### config.mk
export PLATFORM = sky130hd
export DESIGN_NAME = pulse_tone_gen
export DESIGN_NICKNAME = d
export VERILOG_FILES = /design/src/rtl/pulse_tone_pkg.sv /design/src/rtl/pulse_regs.sv /design/src/rtl/pulse_divider.sv /design/src/rtl/pulse_sequencer.sv /design/src/rtl/pulse_tone_gen.sv
export SDC_FILE = /design/constraint.sdc
export NUM_CORES = 1
export LEC_CHECK = 0
export CAP_MARGIN = 5
export CORE_MARGIN = 5
export CORE_UTILIZATION = 50
export DETAILED_ROUTE_END_ITERATION = 10
export DONT_BUFFER_PORTS = 1
export PLACE_DENSITY_LB_ADDON = 0.2
export REMOVE_ABC_BUFFERS = 1
export SKIP_LAST_GASP = 1
export SLEW_MARGIN = 20
export SYNTH_ARGS = -nofsm -noshare
export SYNTH_HDL_FRONTEND = slang
export SYNTH_HIERARCHICAL = 1
export SYNTH_SLANG_ARGS = --single-unit
### constraint.sdc
create_clock -name clk_i -period 4.3 [get_ports clk_i]
set_input_delay 0.86 -clock clk_i [delete_from_list [all_inputs] [get_ports clk_i]]
set_output_delay 0.86 -clock clk_i [all_outputs]
set_load 0.05 [all_outputs]
### src/rtl/pulse_tone_pkg.sv
package pulse_tone_pkg;
  localparam int unsigned DATA_W   = 8;
  localparam int unsigned PERIOD_W = 12;
  localparam int unsigned STEP_W   = 4;
  localparam int unsigned DUTY_W   = 3;
  localparam int unsigned VOL_W    = 4;

  typedef struct packed {
    logic              direct;
    logic [DUTY_W-1:0] duty;
    logic [VOL_W-1:0]  vol;
  } tone_ctrl_t;
endpackage

### src/rtl/pulse_regs.sv
module pulse_regs
  import pulse_tone_pkg::*;
#(
  parameter int unsigned PW = PERIOD_W
) (
  input  logic              clk_i,
  input  logic              rst_ni,
  input  logic              ctrl_we_i,
  input  logic              per_lo_we_i,
  input  logic              per_hi_we_i,
  input  logic [DATA_W-1:0] wdata_i,
  output tone_ctrl_t        ctrl_o,
  output logic [PW-1:0]     period_o,
  output logic              en_o
);
  localparam int unsigned HI_W = PW - DATA_W;

  tone_ctrl_t        ctrl_q;
  logic [DATA_W-1:0] lo_q;
  logic [HI_W-1:0]   hi_q;
  logic              en_q;

  always_ff @(posedge clk_i or negedge rst_ni) begin
    if (!rst_ni) begin
      ctrl_q <= '0;
      lo_q   <= '0;
      hi_q   <= '0;
      en_q   <= 1'b0;
    end else begin
      if (ctrl_we_i)   ctrl_q <= tone_ctrl_t'(wdata_i);
      if (per_lo_we_i) lo_q   <= wdata_i;
      if (per_hi_we_i) begin
        hi_q <= wdata_i[HI_W-1:0];
        en_q <= wdata_i[DATA_W-1];
      end
    end
  end

  assign ctrl_o   = ctrl_q;
  assign period_o = {hi_q, lo_q};
  assign en_o     = en_q;
endmodule

### src/rtl/pulse_divider.sv
module pulse_divider #(
  parameter int unsigned PW = 12
) (
  input  logic          clk_i,
  input  logic          rst_ni,
  input  logic          en_i,
  input  logic [PW-1:0] period_i,
  output logic          tick_o
);
  logic [PW-1:0] cnt_q;

  assign tick_o = en_i && (cnt_q == '0);

  // disabled: park at zero so the first enabled cycle steps at once
  always_ff @(posedge clk_i or negedge rst_ni) begin
    if (!rst_ni)      cnt_q <= '0;
    else if (!en_i)   cnt_q <= '0;
    else if (tick_o)  cnt_q <= period_i;
    else              cnt_q <= cnt_q - 1'b1;
  end


  reload_chk: assert property (@(posedge clk_i) disable iff (!rst_ni)
    (en_i && cnt_q == '0) |=> (cnt_q == $past(period_i)));

  decrement_chk: assert property (@(posedge clk_i) disable iff (!rst_ni)
    (en_i && cnt_q != '0) |=> (cnt_q == $past(cnt_q) - 1'b1));
endmodule

### src/rtl/pulse_sequencer.sv
module pulse_sequencer #(
  parameter int unsigned SW = 4
) (
  input  logic          clk_i,
  input  logic          rst_ni,
  input  logic          en_i,
  input  logic          tick_i,
  output logic [SW-1:0] step_o
);
  localparam logic [SW-1:0] STEP_START = '1;

  logic [SW-1:0] step_q;

  always_ff @(posedge clk_i or negedge rst_ni) begin
    if (!rst_ni)     step_q <= STEP_START;
    else if (!en_i)  step_q <= STEP_START;
    else if (tick_i) step_q <= step_q - 1'b1;
  end

  assign step_o = step_q;


  park_chk: assert property (@(posedge clk_i) disable iff (!rst_ni)
    !en_i |=> (step_q == STEP_START));

  advance_chk: assert property (@(posedge clk_i) disable iff (!rst_ni)
    tick_i |=> (step_q == $past(step_q) - 1'b1));

  hold_chk: assert property (@(posedge clk_i) disable iff (!rst_ni)
    (en_i && !tick_i) |=> $stable(step_q));
endmodule

### src/rtl/pulse_tone_gen.sv
module pulse_tone_gen
  import pulse_tone_pkg::*;
(
  input  logic              clk_i,
  input  logic              rst_ni,
  input  logic              ctrl_we_i,
  input  logic              per_lo_we_i,
  input  logic              per_hi_we_i,
  input  logic [DATA_W-1:0] wdata_i,
  output logic [VOL_W-1:0]  tone_o
);
  tone_ctrl_t          ctrl;
  logic [PERIOD_W-1:0] period;
  logic                en;
  logic                tick;
  logic [STEP_W-1:0]   step;

  pulse_regs #(.PW(PERIOD_W)) u_regs (
    .clk_i       (clk_i),
    .rst_ni      (rst_ni),
    .ctrl_we_i   (ctrl_we_i),
    .per_lo_we_i (per_lo_we_i),
    .per_hi_we_i (per_hi_we_i),
    .wdata_i     (wdata_i),
    .ctrl_o      (ctrl),
    .period_o    (period),
    .en_o        (en)
  );

  pulse_divider #(.PW(PERIOD_W)) u_div (
    .clk_i    (clk_i),
    .rst_ni   (rst_ni),
    .en_i     (en),
    .period_i (period),
    .tick_o   (tick)
  );

  pulse_sequencer #(.SW(STEP_W)) u_seq (
    .clk_i  (clk_i),
    .rst_ni (rst_ni),
    .en_i   (en),
    .tick_i (tick),
    .step_o (step)
  );

  logic duty_on;
  assign duty_on = (step <= STEP_W'(ctrl.duty));

  always_comb begin
    if (!en)                        tone_o = '0;
    else if (ctrl.direct || duty_on) tone_o = ctrl.vol;
    else                            tone_o = '0;
  end


  level_chk: assert property (@(posedge clk_i) disable iff (!rst_ni)
    (tone_o == '0) || (tone_o == ctrl.vol));

  disable_silent_chk: assert property (@(posedge clk_i) disable iff (!rst_ni)
    (per_hi_we_i && !wdata_i[DATA_W-1]) |=> (tone_o == '0));

  direct_follow_chk: assert property (@(posedge clk_i) disable iff (!rst_ni)
    (ctrl_we_i && wdata_i[DATA_W-1] && !per_hi_we_i && en)
      |=> (tone_o == $past(wdata_i[VOL_W-1:0])));
endmodule

Word-level counts from Yosys, hierarchy flattened
Cells that the tools add are included.

Flip-flop bits (word level): 37. Input port bits: 13. Output and inout bits: 4. Word-level logic and storage cells: 21.

$add $sub $neg: 2. Order comparisons: 1. Eq/ne operators: 1. Muxes and demuxes: 6. Reduce and logical (&&, ||, !) cells: 3.

Operators with widths (count): $mux W12 (2); $mux W4 (4); $logic_not A12 Y1 (1); $sub A12 B1 Y12 const B (1); $le A4 B3 Y1 (1); $sub A4 B1 Y4 const B (1); $ne A2 B2 Y1 const B (1); $logic_and A1 B1 Y1 (1); $logic_or A1 B1 Y1 (1).

Longest topological paths before layout
Gate-level depths: netlist of run 1.

Depth after elaboration: 4. Mapped depth: 7. Depth with buffers taken out: 6.

Modules after synthesis
The synthesis of run 1 kept the hierarchy.

Modules (own cells, without submodules): pulse_regs (instances 1, cells each 44, area each 844.6 µm², seq. area each 525.5 µm²); pulse_divider (instances 1, cells each 72, area each 733.2 µm², seq. area each 300.3 µm²); pulse_sequencer (instances 1, cells each 18, area each 214.0 µm², seq. area each 105.1 µm²); pulse_tone_gen (instances 1, cells each 18, area each 120.1 µm², seq. area each 0.0 µm²).

Worst setup path after synthesis of run 1
Ideal clock, no wire load.

Path type: register to output. From: register u_seq.step_q[2] (netlist: u_seq/step_o[2]). To: output port tone_o[0]. Arrival: 1.877 ns. Required time: 3.440 ns. Path slack: 1.563 ns. Cell stages (with the launch flop): 5. Path buffers: 0. Path through: dfstp_2 > ha_1 > a211oi_1 > a211oi_2 > nor2_1.

Cells in the longest elaborated chain, start to end: 4.

Ends and longest elaborated chain: from (decl) (RTL line pulse_sequencer.sv:12) `logic [SW-1:0] step_q;`; from (signal assigned) (RTL line pulse_sequencer.sv:17) `else if (tick_i) step_q <= step_q - 1'b1;`; $le A4 B3 Y1 (RTL line pulse_tone_gen.sv:47) `assign duty_on = (step <= STEP_W'(ctrl.duty));`; $logic_or A1 B1 Y1 (RTL line pulse_tone_gen.sv:51) `else if (ctrl.direct || duty_on) tone_o = ctrl.vol;`; $mux W4 (RTL line pulse_tone_gen.sv:51); $mux W4 (RTL line pulse_tone_gen.sv:50) `if (!en) tone_o = '0;`; to (decl) (RTL line pulse_tone_gen.sv:10) `output logic [VOL_W-1:0] tone_o`.

Every way passes these cells.

Final worst setup path of run 1
From: register u_seq.step_q[2] (netlist: u_seq/step_o[2]). To: output port tone_o[3].

Same word-level chain as after synthesis.

==> results of run 1 <==
==> power by group <==
part / internal [mW] / total [mW] / switching (mW)
sequential: 0.410 / 0.480 / 0.0695
combinational: 0.158 / 0.312 / 0.154
clock: 0.112 / 0.232 / 0.119
total: 0.681 / 1.02 / 0.343
==> metal layers <==
metal | wire length, um | GRT usage (%)
met5 | 0 | 0
met4 | 71 | 7.52
met3 | 126 | 5.61
met2 | 1510 | 21.6
met1 | 1520 | 16.2
==> registers in the layout, indices dropped and copies added, names as in the netlist <==
register,count
u_div/cnt_q,12
u_regs/hi_q,4
u_seq/step_o,4
u_regs/lo_q,8
u_regs/en_o,1
u_regs/ctrl_o,8
==> cells by family after synthesis <==
family,Yosys count
buffers and inverters,13
multiplexers,22
AO/OA/AOI/OAI,25
adder cells (fa/ha/maj),6
flip-flops,37
XOR/XNOR,9
AND/OR/NAND/NOR,40
==> synthesized netlist by cell type, drive strengths merged (2+ instances only) <==
| cell type | n | area [um^2] |
|---|---|---|
| nor4 | 2 | 33.8 |
| inv | 8 | 30.0 |
| ha | 6 | 75.1 |
| dfrtp | 33 | 826 |
| o211a | 5 | 50.1 |
| dfstp | 4 | 105 |
| buf | 4 | 45.0 |
| nor4b | 2 | 38.8 |
| nand2 | 15 | 56.3 |
| o21ai | 8 | 40.0 |
| nor2 | 8 | 30.0 |
| a21oi | 7 | 35.0 |
| a211oi | 2 | 20.0 |
| nand3 | 3 | 15.0 |
| mux2 | 22 | 308 |
| xor2 | 5 | 43.8 |
| xnor2 | 4 | 35.0 |
==> layout by cell type, fill, tap and decap left out, types with 3 or more instances in the layout <==
| cell type | n |
|---|---|
| nand3_1 | 3 |
| nand2_1 | 15 |
| dfstp_2 | 4 |
| clkbuf_8 | 5 |
| o211a_1 | 5 |
| o21ai_0 | 4 |
| a21oi_1 | 7 |
| xnor2_1 | 4 |
| mux2_4 | 16 |
| mux2_2 | 5 |
| dfrtp_1 | 33 |
| nor2_1 | 8 |
| ha_1 | 6 |
| inv_1 | 8 |
| o21ai_1 | 4 |
| xor2_1 | 5 |
==> layout make-up <==
type | instances | area (um^2)
Fill cell | 333 | 1680
Sequential cell | 37 | 931
Multi-Input combinational cell | 102 | 902
Clock buffer | 6 | 72.6
Tap cell | 48 | 60.1
Inverter | 8 | 30.0
Clock inverter | 2 | 10.0
==> path summary, 6_finish.rpt <==
check	endpoint	cells past startpoint	slack, ns	startpoint
min in group clk_i	u_regs/lo_q[7]$_DFFE_PN0P_	1	0.51	u_regs/lo_q[7]$_DFFE_PN0P_
worst min-delay path	u_regs/lo_q[3]$_DFFE_PN0P_	0	0.26	rst_ni
worst max-delay path	tone_o[3]	4	1.14	u_seq/step_o[2]$_DFFE_PN1P_
worst max register to register	u_seq/step_o[3]$_DFFE_PN1P_	5	1.57	u_regs/en_o$_DFFE_PN0P_
worst min register to register	u_regs/lo_q[7]$_DFFE_PN0P_	1	0.51	u_regs/lo_q[7]$_DFFE_PN0P_
max in group asynchronous	u_seq/step_o[3]$_DFFE_PN1P_	0	3.86	rst_ni
==> results.yml, run 1 <==
outcome:
  outcome: "completed"
drt:
  drt_drc_violations_left: 0
  ant_nets: 0
  drtPass1Iterations: 4
  drt_iter0_drc: 20
  num_vias: 1097
  avgViaCountPerCell: 5.40
  wl_per_cell_um: 15.9
  totalWireLength_um: 3230
timing:
  finalHoldViolCount: 0
  clock_skew_ns: 0.00361
  worst_pin_slew_ns: 0.896
  fmax_mhz: 316
  whs_ns: 0.259
  fin_setup_tns_ns: 0
  report.final.setup_viol: 0
  max_slew_margin_pct: 40.0
  rsz0062_at_grt: "false"
  setup_ws_ns: 1.14
  maxSlewViolCount: 0
  finalCriticalPeriod_ns: 3.16
  fin_crit_sh_pct: 73.5
setup_path:
  critPathKind: "register to output port"
  slowest_stage: "nor2_1"
  crit_chain: "ha_1, a211oi_1, a211oi_2, nor2_1"
  crit_fanout: 4
  path_buf_inv: 0
  required_ns: 3.44
  cp-start-kind: "register"
  cpPeakStageDelay_ns: 0.71
  crit_family: "simple AND/OR/NAND/NOR gates"
  cp.arrival_ns: 2.30
  end_kind: "output port"
cts:
  cts_resized: 0
  cts.clk_slew.worst_paths_ns: 0.07
  clockBufferDepth: 2
  numCtsBuffers: 5
  htreeDepth: 2
  cts_tree: "built"
  cts.sinks: 37
  cts_hold_buffers: 0
  clockRootBuffer: "clkbuf_8"
  clk_latency_ns: 0.29
  cts_setup_buffers: 0
layout:
  stdcell_area_mm2: 0.00201
  area.growth.synth_to_final_pct: 4.91
  antenna_cells: 0
  utilization_pct: 54.4
  drive_above_1_share_pct: 26.5
  final_cells: 203
  nets: 173
power_and_ir_drop:
  fin_total_pwr_mw: 1.02
  peakVddDrop_mv: 0.275
  leakagePower_nw: 0.969
  power_density_mw_per_mm2: 510
yosys:
  synth_xor_area_share_pct: 4.12
  avgSynthCellArea_um2: 12.6
  synthFlopType: "dfrtp_1"
  synth_mux_area_share_pct: 16.1
  netlist_instances: 152
  synth_cell_types: 37
  ys_async_sr_fraction_pct: 100
  synth_top_family_by_area: "multiplexers"
  synth_seq_area_share_pct: 48.7
  yosysWarnings: 6
  ys_ff_latch: 37
  synthAdderAreaFrac_pct: 3.93
  netlist_area_mm2: 0.00191
  synth_edf_count: 0
  synth_compound_area_share_pct: 8.77
  synthSimpleGateAreaFrac_pct: 14.3
die:
  io_pins: 17
  core_area_mm2: 0.00369
  die_w_um: 71.8
  die_y_um: 71.8
  dieArea_mm2: 0.00516
  rows: 22
  initial_utilization_pct: 51.8
global_route:
  grt_pass1_vias: 1162
  grt_max_degree: 38
  grt_pass1_wl_um: 5400
  antenna_found_initial: 0
  grt_use_total_pct: 13.9
  overflow: 0
place:
  dp.final_hpwl_um: 2280
  placed_cells: 195
  routabilityCongestion: 0.810
  place_ws_ns: 1.44
  placed_cell_area_mm2: 0.00192
  port_buffers: 0
min_path:
  hold_path.class: "input port to asynchronous set/reset pin"
run:
  drv_cap: 0
Note: power is estimated with default switching activity, not from simulation.
==> run 2: changes to the inputs <==
- clock period: 4.3 -> 2.6 ns (I/O delays scaled with it)
==> run 2 against run 1 <==
Hold slack worse by 0.20 ns. Clock skew up 0.0030 ns. Core utilization up 3.1 points. First-iteration DRC count up 140%. Non-clock buffer count up 7. Total power up 81%. Register-to-register slack worse by 0.77 ns. Combinational power up 78%. Cell count up 3.4%. Via count up 3.1%. Sequential power up 64%. Global-route usage up 0.56 points. Critical endpoint is now tone_o[0]. Largest cell class unchanged.
==> results.yml, run 2 (synthesis results as in run 1) <==
place:
  dp.final_hpwl_um: 2340
  port_buffers: 0
  place_ws_ns: 0.394
  routabilityCongestion: 0.772
timing:
  fmax_mhz: 406
  setup_ws_ns: 0.135
  fin_setup_tns_ns: 0
  rsz0062_at_grt: "false"
  report.final.setup_viol: 0
  fin_crit_sh_pct: 94.8
  maxSlewViolCount: 0
  whs_ns: 0.0540
  max_slew_margin_pct: 65.2
  clock_skew_ns: 0.00659
  finalCriticalPeriod_ns: 2.47
  worst_pin_slew_ns: 0.518
  finalHoldViolCount: 0
drt:
  drt_iter0_drc: 48
  ant_nets: 0
  wl_per_cell_um: 15.7
  num_vias: 1131
  totalWireLength_um: 3300
  drtPass1Iterations: 4
  wl_met3_um: 143
  dr_wl_met2_um: 1590
  drt_drc_violations_left: 0
  avgViaCountPerCell: 5.39
  top_layer_used: "met4"
  met1Wirelength_um: 1490
cts:
  cts_tree: "built"
  cts.clk_slew.worst_paths_ns: 0.07
  clockBufferDepth: 2
  numCtsBuffers: 5
  clk_latency_ns: 0.29
  htreeDepth: 2
  cts.sinks: 37
  clockRootBuffer: "clkbuf_8"
  cts_setup_buffers: 0
setup_path:
  cp-start-kind: "register"
  required_ns: 2.08
  crit_chain: "inv_1, ha_1, and4b_4, a211oi_4, nor2_1, buf_4"
  critPathKind: "register to output port"
  crit_fanout: 4
  slowest_stage: "dfstp_2"
  cpPeakStageDelay_ns: 0.58
  path_buf_inv: 2
  end_kind: "output port"
  crit_family: "flip-flops"
  cp.arrival_ns: 1.95
global_route:
  antenna_found_initial: 0
  grt_max_degree: 34
  overflow: 0
  grt_pass1_wl_um: 5800
  grt_use_total_pct: 14.4
  grt_pass1_vias: 1271
layout:
  largest_reg_flops: 12
  nets: 180
  layout_commonest_cell: "dfrtp_1"
  drive_above_1_share_pct: 30.9
  antenna_cells: 0
  top_register: "u_div/cnt_q"
  utilization_pct: 57.5
  layout_common_cells: "33 x dfrtp_1, 16 x mux2_4, 15 x nand2_1, 8 x inv_1, 8 x nor2_1"
  area.growth.synth_to_final_pct: 10.9
run:
  drv_cap: 0
die:
  die_w_um: 71.8
  core_area_mm2: 0.00369
  initial_utilization_pct: 51.8
  rows: 22
  io_pins: 17
  dieArea_mm2: 0.00516
  die_y_um: 71.8
power_and_ir_drop:
  power_density_mw_per_mm2: 873
  leakagePower_nw: 1.02
  peakVddDrop_mv: 0.461
outcome:
  outcome: "completed"
min_path:
  hold_path.class: "input port to asynchronous set/reset pin"
[run 2: cell type report]
| type | instances | area, um^2 |
|---|---|---|
| timing repair buffer | 7 | 65.1 |
| sequential | 37 | 931 |
| clock buffer | 6 | 82.6 |
| inverter | 8 | 30.0 |
| clock inverter | 2 | 37.5 |
| tap | 48 | 60.1 |
| multi-input combinational | 102 | 915 |
| fill | 314 | 1570 |
[run 2: through the flow]
| stage | total power [mW] | instance area (um^2) | cells |
|---|---|---|---|
| final | 1.85 | 2120 | 210 |
| after global routing | 1.98 | 2120 | 210 |
| after CTS | 1.86 | 2110 | 210 |
| after detailed placement | 1.33 | 1970 | 201 |
| after global placement | 1.32 | 1970 | 201 |
| after floorplan | 1.22 | 1860 | 147 |
[run 2: report_power, final]
group / switching, mW / internal [mW]
Clock: 0.201 / 0.312
Combinational: 0.276 / 0.278
Sequential: 0.107 / 0.679
Total: 0.584 / 1.27
[run 2: repair_timing]
item	4_1_cts	5_1_grt
endpoints found under the hold margin	33	0
resized for setup	0	2
hold buffers	1	0
setup endpoints to repair	0	1
[run 2: final timing paths]
path / start / end / slack, ns / cells past startpoint
worst max-delay path: u_seq/step_o[0]$_DFFE_PN1P_ / tone_o[0] / 0.13 / 6
worst min-delay path: rst_ni / u_regs/lo_q[1]$_DFFE_PN0P_ / 0.05 / 1
worst max register to register: u_div/cnt_q[7]$_DFF_PN0_ / u_seq/step_o[3]$_DFFE_PN1P_ / 0.80 / 5
worst min register to register: u_regs/hi_q[3]$_DFFE_PN0P_ / u_regs/hi_q[3]$_DFFE_PN0P_ / 0.52 / 1
max in group asynchronous: rst_ni / u_regs/ctrl_o[5]$_DFFE_PN0P_ / 2.37 / 1
min in group clk_i: wdata_i[0] / u_regs/lo_q[0]$_DFFE_PN0P_ / 0.37 / 1
[run 2: worst register-to-register path: stages (launching register included)]
cell     delay [ns]
dfrtp_1        0.44
nor4_4         0.34
nand4_2        0.17
inv_1          0.20
nor4b_4        0.24
mux2_1         0.35
[run 2: per-layer routing]
layer / track usage (%) / vias up
met4: 5.85 / 0
met5: 0 / -
met1: 17.3 / 549
li1: - / 553
met3: 5.05 / 9
met2: 23.6 / 20
